`config.mk`:
```
export PLATFORM = sky130hd
export DESIGN_NAME = hdlc_framer_tx
export DESIGN_NICKNAME = d
export VERILOG_FILES = /design/src/rtl/hdlc_tx_pkg.sv /design/src/rtl/hdlc_crc16.sv /design/src/rtl/hdlc_zero_ins.sv /design/src/rtl/hdlc_tx_seq.sv /design/src/rtl/hdlc_framer_tx.sv
export SDC_FILE = /design/constraint.sdc
export NUM_CORES = 1
export LEC_CHECK = 0
export BUFFER_PORTS_ARGS = -buffer_cell sky130_fd_sc_hd__buf_2
export CAP_MARGIN = 20
export CORE_ASPECT_RATIO = 1.4
export CORE_MARGIN = 4
export CORE_UTILIZATION = 48
export DETAILED_ROUTE_END_ITERATION = 7
export PLACE_DENSITY = 0.66
export SLEW_MARGIN = 20
export SYNTH_ARGS = -nofsm -noshare
export SYNTH_HDL_FRONTEND = slang
export SYNTH_SLANG_ARGS = --single-unit
export TNS_END_PERCENT = 5
```
`constraint.sdc`:
```
create_clock -name clk -period 4.7 [get_ports clk]
set_clock_uncertainty 0.15 [all_clocks]
set_input_delay 1.175 -clock clk [delete_from_list [all_inputs] [get_ports clk]]
set_output_delay 1.175 -clock clk [all_outputs]
set_load 0.01 [all_outputs]
```
`src/rtl/hdlc_tx_pkg.sv`:
```
package hdlc_tx_pkg;
    typedef enum logic [1:0] {
        PH_FLAG = 2'd0,
        PH_BODY = 2'd1,
        PH_FCS  = 2'd2
    } phase_e;

    localparam logic [7:0]  FLAG_OCTET  = 8'h7E;
    localparam logic [15:0] CRC_REV_POLY = 16'h8408;
    localparam logic [15:0] CRC_SEED     = 16'hFFFF;
endpackage

```
`src/rtl/hdlc_crc16.sv`:
```
module hdlc_crc16 #(
    parameter int          CRC_W = 16,
    parameter logic [15:0] POLY  = 16'h8408,
    parameter logic [15:0] SEED  = 16'hFFFF
) (
    input  logic clk,
    input  logic rst_n,
    input  logic step,
    input  logic clr,
    input  logic feed,
    input  logic feed_bit,
    input  logic emit,
    output logic fcs_bit
);
    typedef struct packed {
        logic [CRC_W-1:0] crc;
    } crc_s;

    crc_s st_d, st_q;
    logic fb;

    assign fcs_bit = ~st_q.crc[0];

    always_comb begin
        st_d = st_q;
        fb   = st_q.crc[0] ^ feed_bit;
        if (step) begin
            if (clr) begin
                st_d.crc = SEED[CRC_W-1:0];
            end else if (feed) begin
                st_d.crc = (st_q.crc >> 1) ^ (fb ? POLY[CRC_W-1:0] : '0);
            end else if (emit) begin
                st_d.crc = st_q.crc >> 1;
            end
        end
    end

    always_ff @(posedge clk or negedge rst_n) begin
        if (!rst_n) st_q <= '{crc: SEED[CRC_W-1:0]};
        else        st_q <= st_d;
    end
endmodule

```
`src/rtl/hdlc_zero_ins.sv`:
```
module hdlc_zero_ins #(
    parameter int RUN_LEN = 5
) (
    input  logic clk,
    input  logic rst_n,
    input  logic step,
    input  logic raw_bit,
    input  logic raw_is_flag,
    output logic hold,
    output logic tx_bit
);
    localparam int CW = $clog2(RUN_LEN + 1);

    typedef struct packed {
        logic [CW-1:0] ones;
        logic          pend;
        logic          tx;
    } zi_s;

    zi_s st_d, st_q;

    assign hold   = st_q.pend;
    assign tx_bit = st_q.tx;

    always_comb begin
        st_d = st_q;
        if (step) begin
            if (st_q.pend) begin
                st_d.tx   = 1'b0;
                st_d.pend = 1'b0;
                st_d.ones = '0;
            end else begin
                st_d.tx = raw_bit;
                if (raw_is_flag || !raw_bit) begin
                    st_d.ones = '0;
                end else if (st_q.ones == CW'(RUN_LEN - 1)) begin
                    st_d.ones = '0;
                    st_d.pend = 1'b1;
                end else begin
                    st_d.ones = st_q.ones + 1'b1;
                end
            end
        end
    end

    always_ff @(posedge clk or negedge rst_n) begin
        if (!rst_n) st_q <= '{ones: '0, pend: 1'b0, tx: 1'b1};
        else        st_q <= st_d;
    end


    run_bound_chk: assert property (@(posedge clk) disable iff (!rst_n)
        st_q.ones < CW'(RUN_LEN));
endmodule

```
`src/rtl/hdlc_tx_seq.sv`:
```
module hdlc_tx_seq
    import hdlc_tx_pkg::*;
#(
    parameter int               BYTE_W = 8,
    parameter int               FCS_W  = 16,
    parameter logic [BYTE_W-1:0] FLAG  = 8'h7E
) (
    input  logic              clk,
    input  logic              rst_n,
    input  logic              bit_en,
    input  logic              hold,
    input  logic              in_valid,
    input  logic [BYTE_W-1:0] in_data,
    input  logic              in_last,
    output logic              in_ready,
    input  logic              fcs_bit,
    output logic              raw_bit,
    output logic              raw_is_flag,
    output logic              advance,
    output logic              crc_clr,
    output logic              crc_feed,
    output logic              crc_emit
);
    localparam int MAXW  = (BYTE_W > FCS_W) ? BYTE_W : FCS_W;
    localparam int CNT_W = $clog2(MAXW);
    localparam int BI_W  = $clog2(BYTE_W);
    localparam logic [CNT_W-1:0] BYTE_END = CNT_W'(BYTE_W - 1);
    localparam logic [CNT_W-1:0] FCS_END  = CNT_W'(FCS_W - 1);

    typedef struct packed {
        phase_e            ph;
        logic [CNT_W-1:0]  cnt;
        logic [BYTE_W-1:0] sh;
        logic              last;
    } seq_s;

    seq_s st_d, st_q;

    assign advance = bit_en && !hold;

    always_comb begin
        st_d        = st_q;
        in_ready    = 1'b0;
        raw_bit     = 1'b1;
        raw_is_flag = 1'b0;
        crc_clr     = 1'b0;
        crc_feed    = 1'b0;
        crc_emit    = 1'b0;
        case (st_q.ph)
            PH_FLAG: begin
                raw_bit     = FLAG[st_q.cnt[BI_W-1:0]];
                raw_is_flag = 1'b1;
                crc_clr     = 1'b1;
                if (advance) begin
                    if (st_q.cnt == BYTE_END) begin
                        st_d.cnt = '0;
                        in_ready = 1'b1;
                        if (in_valid) begin
                            st_d.ph   = PH_BODY;
                            st_d.sh   = in_data;
                            st_d.last = in_last;
                        end
                    end else begin
                        st_d.cnt = st_q.cnt + 1'b1;
                    end
                end
            end
            PH_BODY: begin
                raw_bit  = st_q.sh[0];
                crc_feed = 1'b1;
                if (advance) begin
                    st_d.sh = st_q.sh >> 1;
                    if (st_q.cnt == BYTE_END) begin
                        st_d.cnt = '0;
                        if (!st_q.last) begin
                            in_ready = 1'b1;
                            if (in_valid) begin
                                st_d.sh   = in_data;
                                st_d.last = in_last;
                            end else begin
                                st_d.ph = PH_FCS;
                            end
                        end else begin
                            st_d.ph = PH_FCS;
                        end
                    end else begin
                        st_d.cnt = st_q.cnt + 1'b1;
                    end
                end
            end
            PH_FCS: begin
                raw_bit  = fcs_bit;
                crc_emit = 1'b1;
                if (advance) begin
                    if (st_q.cnt == FCS_END) begin
                        st_d.cnt = '0;
                        st_d.ph  = PH_FLAG;
                    end else begin
                        st_d.cnt = st_q.cnt + 1'b1;
                    end
                end
            end
            default: begin
                st_d.ph  = PH_FLAG;
                st_d.cnt = '0;
            end
        endcase
    end

    always_ff @(posedge clk or negedge rst_n) begin
        if (!rst_n) st_q <= '{ph: PH_FLAG, cnt: '0, sh: '0, last: 1'b0};
        else        st_q <= st_d;
    end


    flag_unstuffed_chk: assert property (@(posedge clk) disable iff (!rst_n)
        hold |-> !(st_q.ph == PH_FLAG && st_q.cnt != '0));
endmodule

```
`src/rtl/hdlc_framer_tx.sv`:
```
module hdlc_framer_tx
    import hdlc_tx_pkg::*;
#(
    parameter int BYTE_W  = 8,
    parameter int FCS_W   = 16,
    parameter int RUN_LEN = 5
) (
    input  logic              clk,
    input  logic              rst_n,
    input  logic              line_en,
    input  logic              frm_valid,
    input  logic [BYTE_W-1:0] frm_data,
    input  logic              frm_last,
    output logic              frm_ready,
    output logic              line_bit
);
    logic hold, raw_bit, raw_is_flag, advance;
    logic crc_clr, crc_feed, crc_emit, fcs_bit;

    hdlc_tx_seq #(
        .BYTE_W (BYTE_W),
        .FCS_W  (FCS_W),
        .FLAG   (FLAG_OCTET[BYTE_W-1:0])
    ) u_seq (
        .clk         (clk),
        .rst_n       (rst_n),
        .bit_en      (line_en),
        .hold        (hold),
        .in_valid    (frm_valid),
        .in_data     (frm_data),
        .in_last     (frm_last),
        .in_ready    (frm_ready),
        .fcs_bit     (fcs_bit),
        .raw_bit     (raw_bit),
        .raw_is_flag (raw_is_flag),
        .advance     (advance),
        .crc_clr     (crc_clr),
        .crc_feed    (crc_feed),
        .crc_emit    (crc_emit)
    );

    hdlc_crc16 #(
        .CRC_W (FCS_W),
        .POLY  (CRC_REV_POLY),
        .SEED  (CRC_SEED)
    ) u_crc (
        .clk      (clk),
        .rst_n    (rst_n),
        .step     (advance),
        .clr      (crc_clr),
        .feed     (crc_feed),
        .feed_bit (raw_bit),
        .emit     (crc_emit),
        .fcs_bit  (fcs_bit)
    );

    hdlc_zero_ins #(
        .RUN_LEN (RUN_LEN)
    ) u_zins (
        .clk         (clk),
        .rst_n       (rst_n),
        .step        (line_en),
        .raw_bit     (raw_bit),
        .raw_is_flag (raw_is_flag),
        .hold        (hold),
        .tx_bit      (line_bit)
    );


    line_hold_chk: assert property (@(posedge clk) disable iff (!rst_n)
        !line_en |=> $stable(line_bit));


    ready_gate_chk: assert property (@(posedge clk) disable iff (!rst_n)
        frm_ready |-> (line_en && !hold));


    stuff_after_one_chk: assert property (@(posedge clk) disable iff (!rst_n)
        $rose(hold) |-> line_bit);
endmodule

```
==> impl_metrics.toml, run 1 <==
[outcome]
outcome = "finished, final reports clean"

[clocking]
clk_pin_slew_ns = 0.07
cts_resized = 0
postCtsHoldBufs = 0
clock_latency_ns = 0.28
cts.path.max_buffers = 2
cts_tree = "done"
cts_made_buffers = 5
cts_sinks = 36
clock-root-buffer = "clkbuf_8"
h-tree-depth = 2
postCtsSetupBuffers = 0

[setup_path]
critPathKind = "primary input to output pin"
crit_chain = "buf_2, nand2b_1, nor3_1, a21boi_0, buf_2"
crit_path_max_fanout = 9
required_ns = 3.38
crit_family = "simple AND/OR/NAND/NOR gates"
slowest_delay_ns = 0.33
worst_path_max_delay_cell = "nor3_1"
critPathBufInv = 2
startpoint_type = "primary input"
crit_arrival_ns = 2.25
endpoint_kind = "output pin"
cp_common_cell = "buf_2"

[layout]
final_cell_area_um2 = 2000
mostFrequentLayoutCells = "nand2_1 (42), dfrtp_1 (19), o21ai_0 (18), dfstp_2 (17), buf_2 (14)"
diodes = 0
syn2layout_area_growth_pct = 9.60
final_common_cell = "nand2_1"
drive_gt1_frac = 0.239
fin_nets = 217

[placed_design]
port_buffers = 14
place_area_um2 = 1900
pre_cts_ws_ns = 1.14
hpwlAfterDp_um = 2280
gp_congestion = 0.778

[die]
dieArea_um2 = 4870
io_pins = 15
chipWidth_um = 60.1
start_util = 0.497
die-height_um = 81.0
num_rows = 26
fp.coreArea_um2 = 3680

[pwr]
p_clk_frac = 0.209
power_switching_uw = 397
power_uw = 1130
p_leak_uw = 0.000902
swShare = 0.351
ir_drop_uv = 367
seqPwrFrac = 0.482
power.density_nw_per_um2 = 566
intPower_uw = 736
combPwrFrac = 0.309

[global_routing]
grt_max_degree = 37
antenna_found_initial = 0
grtUsageTotal = 0.159
grt_pass1_vias = 1429
grt_pass1_wl_um = 5860
overflow = 0

[route]
drtAntennaViolNets = 0
post_drt_wl_per_cell_um = 13.4
vias = 1324
drt-vias-per-instance = 5.45
drt-total-wl_um = 3250
drt_iter0_drc = 52
first_pass_iters = 4
drc = 0

[timing]
period_needed_ns = 3.57
finalSetupViolCount = 0
tns_ns = 0
tightest_slew_ns = 0.977
relSlewSlack = 0.344
drv_slew = 0
period_share = 0.760
rsz0062_at_grt = "no"
setup_slack_ns = 1.13
hold_violations = 0
fmax_mhz = 280

[yosys]
syn_avg_cell_area_um2 = 9.76
synth-seq-cells = 36
synth_area_um2 = 1830
syn_inst = 187
ys_warn_count = 0
async_flop_share = 1.00
ys_seq_area_frac = 0.505
ys.flop_type = "dfrtp_1"
syn_nets = 204
synth_edf_count = 0
synth_cell_type_count = 41

[worst_hold_path]
min_path_type = "register to register"

[job]
max_cap_viol_count = 0
[per-stage QoR]
| stage | instances | utilization | hold slack, ns |
|---|---|---|---|
| finish | 243 | 0.544 | 0.301 |
| global route | 243 | 0.544 | 0.321 |
| CTS | 243 | 0.544 | 0.304 |
| detailed placement | 235 | 0.517 | 0.294 |
| global placement | 235 | 0.517 | 0.291 |
| floorplan | 187 | - | 0.283 |
[cells in the mapped netlist (4+ instances only)]
library cell	n	area [um2]
buf_2	5	25.0
o21ai_0	18	90.1
nand2_1	42	158
dfstp_2	17	447
dfrtp_1	19	475
ha_1	4	50.1
mux2i_1	7	70.1
o21ai_1	5	25.0
a21oi_1	6	30.0
nand3_1	5	25.0
inv_1	10	37.5
xnor2_1	4	35.0
nor2_1	9	33.8
[cell families (layout without fill, tap and decap cells)]
family                   after synthesis  count (layout)  share of synthesized area
AND/OR/NAND/NOR                       66              66                      0.163
flip-flops                            36              36                      0.505
AO/OA/AOI/OAI                         50              50                      0.189
buffers and inverters                 18              32                     0.0466
adder cells (fa/ha/maj)                4               4                     0.0274
XOR/XNOR                               5               5                     0.0240
multiplexers                           8               8                     0.0446
[power by group through the flow]
stage | logic (uW) | clock network [uW] | registers, uW
floorplan | 325 | 0 | 504
global placement | 342 | 0 | 542
detailed placement | 355 | 0 | 552
CTS | 356 | 246 | 547
global route | 404 | 257 | 566
finish | 350 | 237 | 546
[worst reg2reg max path: stages, from the launching register on]
cell and delay, ns:
dfrtp_1 0.62, inv_1 0.25, o21ai_1 0.82, nor2_1 0.16
a21oi_1 0.19
[sequential cells by signal (all words and copies together), names as in the netlist]
signal	count
u_crc.st_q	16
u_seq.st_q	15
u_zins.st_q	3
u_zins.hold	1
u_zins.tx_bit	1
[layout make-up]
cell class,instances,area (um2)
sequential,36,922
tap,42,52.6
clock buffer,8,100
inverter,10,37.5
multi-input combinational,133,818
timing repair buffer,14,70.1
fill,335,1680
[final timing paths]
kind                                       startpoint                    endpoint  slack, ns  cells after the start
setup / recovery                              line_en                   frm_ready       1.13                      5
hold / removal              u_crc.st_q[1]$_DFFE_PN1P_   u_crc.st_q[1]$_DFFE_PN1P_       0.30                      2
setup reg to reg           u_seq.st_q[14]$_DFFE_PN0P_  u_crc.st_q[10]$_DFFE_PN1P_       2.45                      4
hold reg to reg             u_crc.st_q[1]$_DFFE_PN1P_   u_crc.st_q[1]$_DFFE_PN1P_       0.30                      2
max in group asynchronous                       rst_n   u_seq.st_q[2]$_DFFE_PN0P_       3.11                      1
min in group asynchronous                       rst_n  u_seq.st_q[11]$_DFFE_PN0P_       0.81                      1
[routing by layer]
| layer | part of all wire | up-vias | global-route usage |
|---|---|---|---|
| met5 | 0 | - | 0 |
| met4 | 0.024 | 0 | 0.104 |
| met3 | 0.022 | 7 | 0.0286 |
| met2 | 0.52 | 16 | 0.266 |
| met1 | 0.44 | 635 | 0.179 |
| li1 | - | 666 | - |
Power figures use the tool's default switching activity.
==> run 2, diff against run 1 <==
==> constraint.sdc (replaced) <==
create_clock -name clk -period 3.29 [get_ports clk]
set_clock_uncertainty 0.15 [all_clocks]
set_input_delay 0.8225 -clock clk [delete_from_list [all_inputs] [get_ports clk]]
set_output_delay 0.8225 -clock clk [all_outputs]
set_load 0.01 [all_outputs]
==> run 2 against run 1 <==
  * Core utilization about the same
  * Total power increased by 42%
  * Cell count increased by 0.41%
  * Routed wire length increased by 1.5%
  * Sequential cell count unchanged
  * First-iteration DRC count increased by 63%
  * Critical endpoint unchanged
==> impl_metrics.toml, run 2 (synthesized netlist as in run 1, its figures left out) <==
[layout]
fin_nets = 218
largestRegisters = "u_crc.st_q (16), u_seq.st_q (15), u_zins.st_q (3)"
syn2layout_area_growth_pct = 9.66
diodes = 0
nFillCells = 337
top_register = "u_crc.st_q"
largest_reg_flops = 16
final_common_cell = "nand2_1"
multiInputGateArea_um2 = 818
seq_area_um2 = 922
mostFrequentLayoutCells = "nand2_1 (42), dfrtp_1 (19), o21ai_0 (18), dfstp_2 (17), buf_2 (14)"
drive_gt1_frac = 0.243

[die]
start_util = 0.497
die-height_um = 81.0
fp.coreArea_um2 = 3680
io_pins = 15
num_rows = 26
dieArea_um2 = 4870
chipWidth_um = 60.1

[clocking]
clock_latency_ns = 0.29
cts.path.max_buffers = 2
cts_tree = "done"
cts_sinks = 36
postCtsHoldBufs = 0
clock-root-buffer = "clkbuf_8"
clk_pin_slew_ns = 0.07
postCtsSetupBuffers = 0
cts_resized = 0
cts_made_buffers = 5
h-tree-depth = 2

[timing]
drv_slew = 0
period_share = 0.874
fmax_mhz = 348
hold_violations = 0
relSlewSlack = 0.334
finalSetupViolCount = 0
setup_slack_ns = 0.415
rsz0062_at_grt = "no"
whs_ns = 0.302
period_needed_ns = 2.87
tns_ns = 0
tightest_slew_ns = 0.993

[setup_path]
required_ns = 2.32
critPathKind = "register to output pin"
rrSetupSlack_ns = 1.04
reg2reg_depth = 4
crit_path_max_fanout = 8
endpoint_kind = "output pin"
startpoint_type = "register"
crit_arrival_ns = 1.90

[outcome]
outcome = "finished, final reports clean"

[worst_hold_path]
whs_path_depth = 2
min_path_type = "register to register"

[route]
vias = 1321
drt-vias-per-instance = 5.41
drt-total-wl_um = 3300
drtAntennaViolNets = 0
drt_iter0_drc = 85
post_drt_wl_per_cell_um = 13.5
first_pass_iters = 4
drc = 0

[placed_design]
hpwlAfterDp_um = 2300
pre_cts_ws_ns = 0.627
port_buffers = 14
gp_congestion = 0.792

[pwr]
power.density_nw_per_um2 = 803
p_leak_uw = 0.000900
ir_drop_uv = 427

[global_routing]
antenna_found_initial = 0
grt_pass1_wl_um = 6050
overflow = 0
grt_pass1_vias = 1395
grt_max_degree = 37
grtUsageTotal = 0.163

[job]
max_cap_viol_count = 0
## run 2: final cells by class
type,instances,share of cell area
Tap cell,42,0.0263
Sequential cell,36,0.461
Multi-Input combinational cell,133,0.409
Inverter,10,0.0188
Clock buffer,7,0.0431
Clock inverter,1,0.00375
Timing Repair Buffer,15,0.0388
## run 2: per-layer routing
layer / global-route usage / vias up / wire [um]
met4: 0.0599 / 0 / 59
met3: 0.0429 / 7 / 101
met2: 0.276 / 22 / 1670
met1: 0.194 / 628 / 1460
li1: - / 664 / -
met5: 0 / - / 0
## run 2: report_power, final
group	switching, uW	internal [uW]	total (uW)
logic	281	222	503
registers	139	639	778
clock network	156	170	326
## run 2: path summary, 6_finish.rpt
kind / from / end
max: u_seq.st_q[9]$_DFFE_PN0P_ / frm_ready
min: u_crc.st_q[1]$_DFFE_PN1P_ / u_crc.st_q[1]$_DFFE_PN1P_
max reg2reg: u_seq.st_q[14]$_DFFE_PN0P_ / u_crc.st_q[10]$_DFFE_PN1P_
min reg2reg: u_crc.st_q[1]$_DFFE_PN1P_ / u_crc.st_q[1]$_DFFE_PN1P_
max in group asynchronous: rst_n / u_seq.st_q[14]$_DFFE_PN0P_
min in group asynchronous: rst_n / u_seq.st_q[3]$_DFFE_PN0P_
## run 2: stage by stage
step / std cells / power (uW) / utilization / instance area [um2]
final: 244 / 1610 / 0.545 / 2000
after global routing: 244 / 1740 / 0.545 / 2000
after CTS: 244 / 1630 / 0.545 / 2000
after detailed placement: 236 / 1300 / 0.519 / 1910
after global placement: 236 / 1260 / 0.519 / 1910
after floorplan: 187 / 1190 / - / 1830
## run 2: worst max-delay path: stages (launching register included)
cell      delay (ns)
dfrtp_1         0.43
ha_1            0.37
nand3b_4        0.14
nor3_1          0.32
a21boi_0        0.21
buf_2           0.15
==> run 3, diff against run 2 <==
--- a/config.mk
+++ b/config.mk
@@ -12,6 +12,7 @@
 export CORE_UTILIZATION = 48
 export DETAILED_ROUTE_END_ITERATION = 7
 export PLACE_DENSITY = 0.66
+export RECOVER_POWER = 100
 export SLEW_MARGIN = 20
 export SYNTH_ARGS = -nofsm -noshare
 export SYNTH_HDL_FRONTEND = slang
==> run 3 against run 2 <==
  * The flow now finishes with violations (capacitance limit, slew limit)
  * First-iteration DRC count is 22% lower
  * Clock-buffer cell count stayed put
  * Sequential share of layout area is 0.79 points higher
  * Final area is 1.7% lower
  * Worst hold slack hardly changed
  * Largest power group unchanged
  * Global-route usage stayed put
  * Routed wire length is 0.49% lower
==> impl_metrics.toml, run 3 (synthesized netlist as in run 1, its figures left out) <==
[layout]
mostFrequentLayoutCells = "nand2_1 (42), o21ai_0 (24), dfrtp_1 (19), dfstp_2 (17)"
drive_gt1_frac = 0.203
largest_reg_flops = 16
final_util = 0.535
final_common_cell = "nand2_1"
fin_nets = 218
top_register = "u_crc.st_q"
syn2layout_area_growth_pct = 7.81
largestRegisters = "u_crc.st_q (16), u_seq.st_q (15), u_zins.st_q (3)"
diodes = 0
fin_cells = 244

[clocking]
h-tree-depth = 2
cts_resized = 0
cts_tree = "done"
cts_sinks = 36
cts_made_buffers = 5
clk_pin_slew_ns = 0.07
postCtsSetupBuffers = 0
clock_latency_ns = 0.29
clock-root-buffer = "clkbuf_8"
postCtsHoldBufs = 0
cts.path.max_buffers = 2

[die]
start_util = 0.497
num_rows = 26
die-height_um = 81.0
io_pins = 15
chipWidth_um = 60.1
fp.coreArea_um2 = 3680
dieArea_um2 = 4870

[placed_design]
placed_cells = 236
hpwlAfterDp_um = 2300
pre_cts_ws_ns = 0.627
gp_congestion = 0.792
port_buffers = 14

[setup_path]
crit_path_max_fanout = 8
critPathKind = "register to output pin"
worst_path_max_delay_cell = "dfrtp_1"
required_ns = 2.32
slowest_delay_ns = 0.43
crit_arrival_ns = 1.91
crit_chain = "ha_1, nand3b_1, nor3_1, a21boi_0, clkbuf_1"
endpoint_kind = "output pin"
crit_family = "simple AND/OR/NAND/NOR gates"
startpoint_type = "register"
critPathBufInv = 1

[route]
first_pass_iters = 4
post_drt_wl_per_cell_um = 13.5
drt_iter0_drc = 66
drtAntennaViolNets = 0
drc = 0
vias = 1323
drt-total-wl_um = 3280
drt-vias-per-instance = 5.42

[timing]
period_share = 0.876
finalSetupViolCount = 0
tns_ns = 0
period_needed_ns = 2.88
tightest_slew_ns = 1.86
drv_slew = 53
hold_violations = 0
relSlewSlack = -0.240
fmax_mhz = 347
rsz0062_at_grt = "no"
setup_slack_ns = 0.407

[global_routing]
grtUsageTotal = 0.163
grt_pass1_vias = 1395
antenna_found_initial = 0
overflow = 0
grt_pass1_wl_um = 6050
grt_max_degree = 37

[pwr]
p_leak_uw = 0.000862
swShare = 0.355
ir_drop_uv = 403
power.density_nw_per_um2 = 802
power_switching_uw = 560
seqPwrFrac = 0.491
p_clk_frac = 0.206
combPwrFrac = 0.303
intPower_uw = 1020

[outcome]
violations = "capacitance limit, slew limit"
outcome = "finished, violations left"

[worst_hold_path]
min_path_type = "register to register"

[job]
max_cap_viol_count = 2
[run 3: cell count changes in the layout (fill, tap and decap cells not counted), sizes merged]
cell,change
buf,-5
clkbuf,+5
[run 3: metrics by stage]
stage | power (uW) | cell area (um2) | hold WS (ns)
2_1_floorplan | 1190 | 1830 | 0.283
3_5_place_dp | 1300 | 1910 | 0.294
5_1_grt | 1710 | 1970 | 0.325
3_3_place_gp | 1260 | 1910 | 0.290
6_report | 1580 | 1970 | 0.302
4_1_cts | 1630 | 2000 | 0.305
[run 3: tightest hold or removal path, cell delays in order (launching register included)]
cell and delay, ns:
dfstp_2 0.37, nand2_1 0.04, nand2_1 0.04
[run 3: power groups by stage]
stage | Combinational [uW] | Clock (uW) | Sequential (uW)
detailed placement | 513 | 0 | 785
global placement | 489 | 0 | 774
global route | 556 | 356 | 800
finish | 478 | 326 | 775
floorplan | 465 | 0 | 721
CTS | 514 | 336 | 778
[run 3: metal layers]
| metal | part of all wire | global-route usage | wire (um) | vias to the layer above |
|---|---|---|---|---|
| met2 | 0.51 | 0.276 | 1670 | 14 |
| met3 | 0.030 | 0.0429 | 100 | 5 |
| met4 | 0.017 | 0.0599 | 55 | 0 |
| met1 | 0.44 | 0.194 | 1450 | 638 |
| li1 | - | - | - | 666 |
| met5 | 0 | 0 | 0 | - |
[run 3: path summary, 6_finish.rpt]
path                            depth (start not counted)  slack [ns]                    endpoint                  startpoint
worst max-delay path                                    5        0.41                   frm_ready   u_seq.st_q[9]$_DFFE_PN0P_
worst min-delay path                                    2        0.30   u_crc.st_q[1]$_DFFE_PN1P_   u_crc.st_q[1]$_DFFE_PN1P_
worst max register to register                          4        0.59  u_crc.st_q[10]$_DFFE_PN1P_  u_seq.st_q[14]$_DFFE_PN0P_
worst min register to register                          2        0.30   u_crc.st_q[1]$_DFFE_PN1P_   u_crc.st_q[1]$_DFFE_PN1P_
max in group asynchronous                               1        1.03  u_seq.st_q[14]$_DFFE_PN0P_                       rst_n
min in group asynchronous                               1        0.89   u_seq.st_q[0]$_DFFE_PN0P_                       rst_n
[run 3: area by class of cell]
| cell class | instances | area [um2] |
|---|---|---|
| Timing Repair Buffer | 15 | 68.8 |
| Clock buffer | 7 | 86.3 |
| Clock inverter | 1 | 7.51 |
| Sequential cell | 36 | 922 |
| Fill cell | 341 | 1710 |
| Inverter | 10 | 37.5 |
| Tap cell | 42 | 52.6 |
| Multi-Input combinational cell | 133 | 793 |
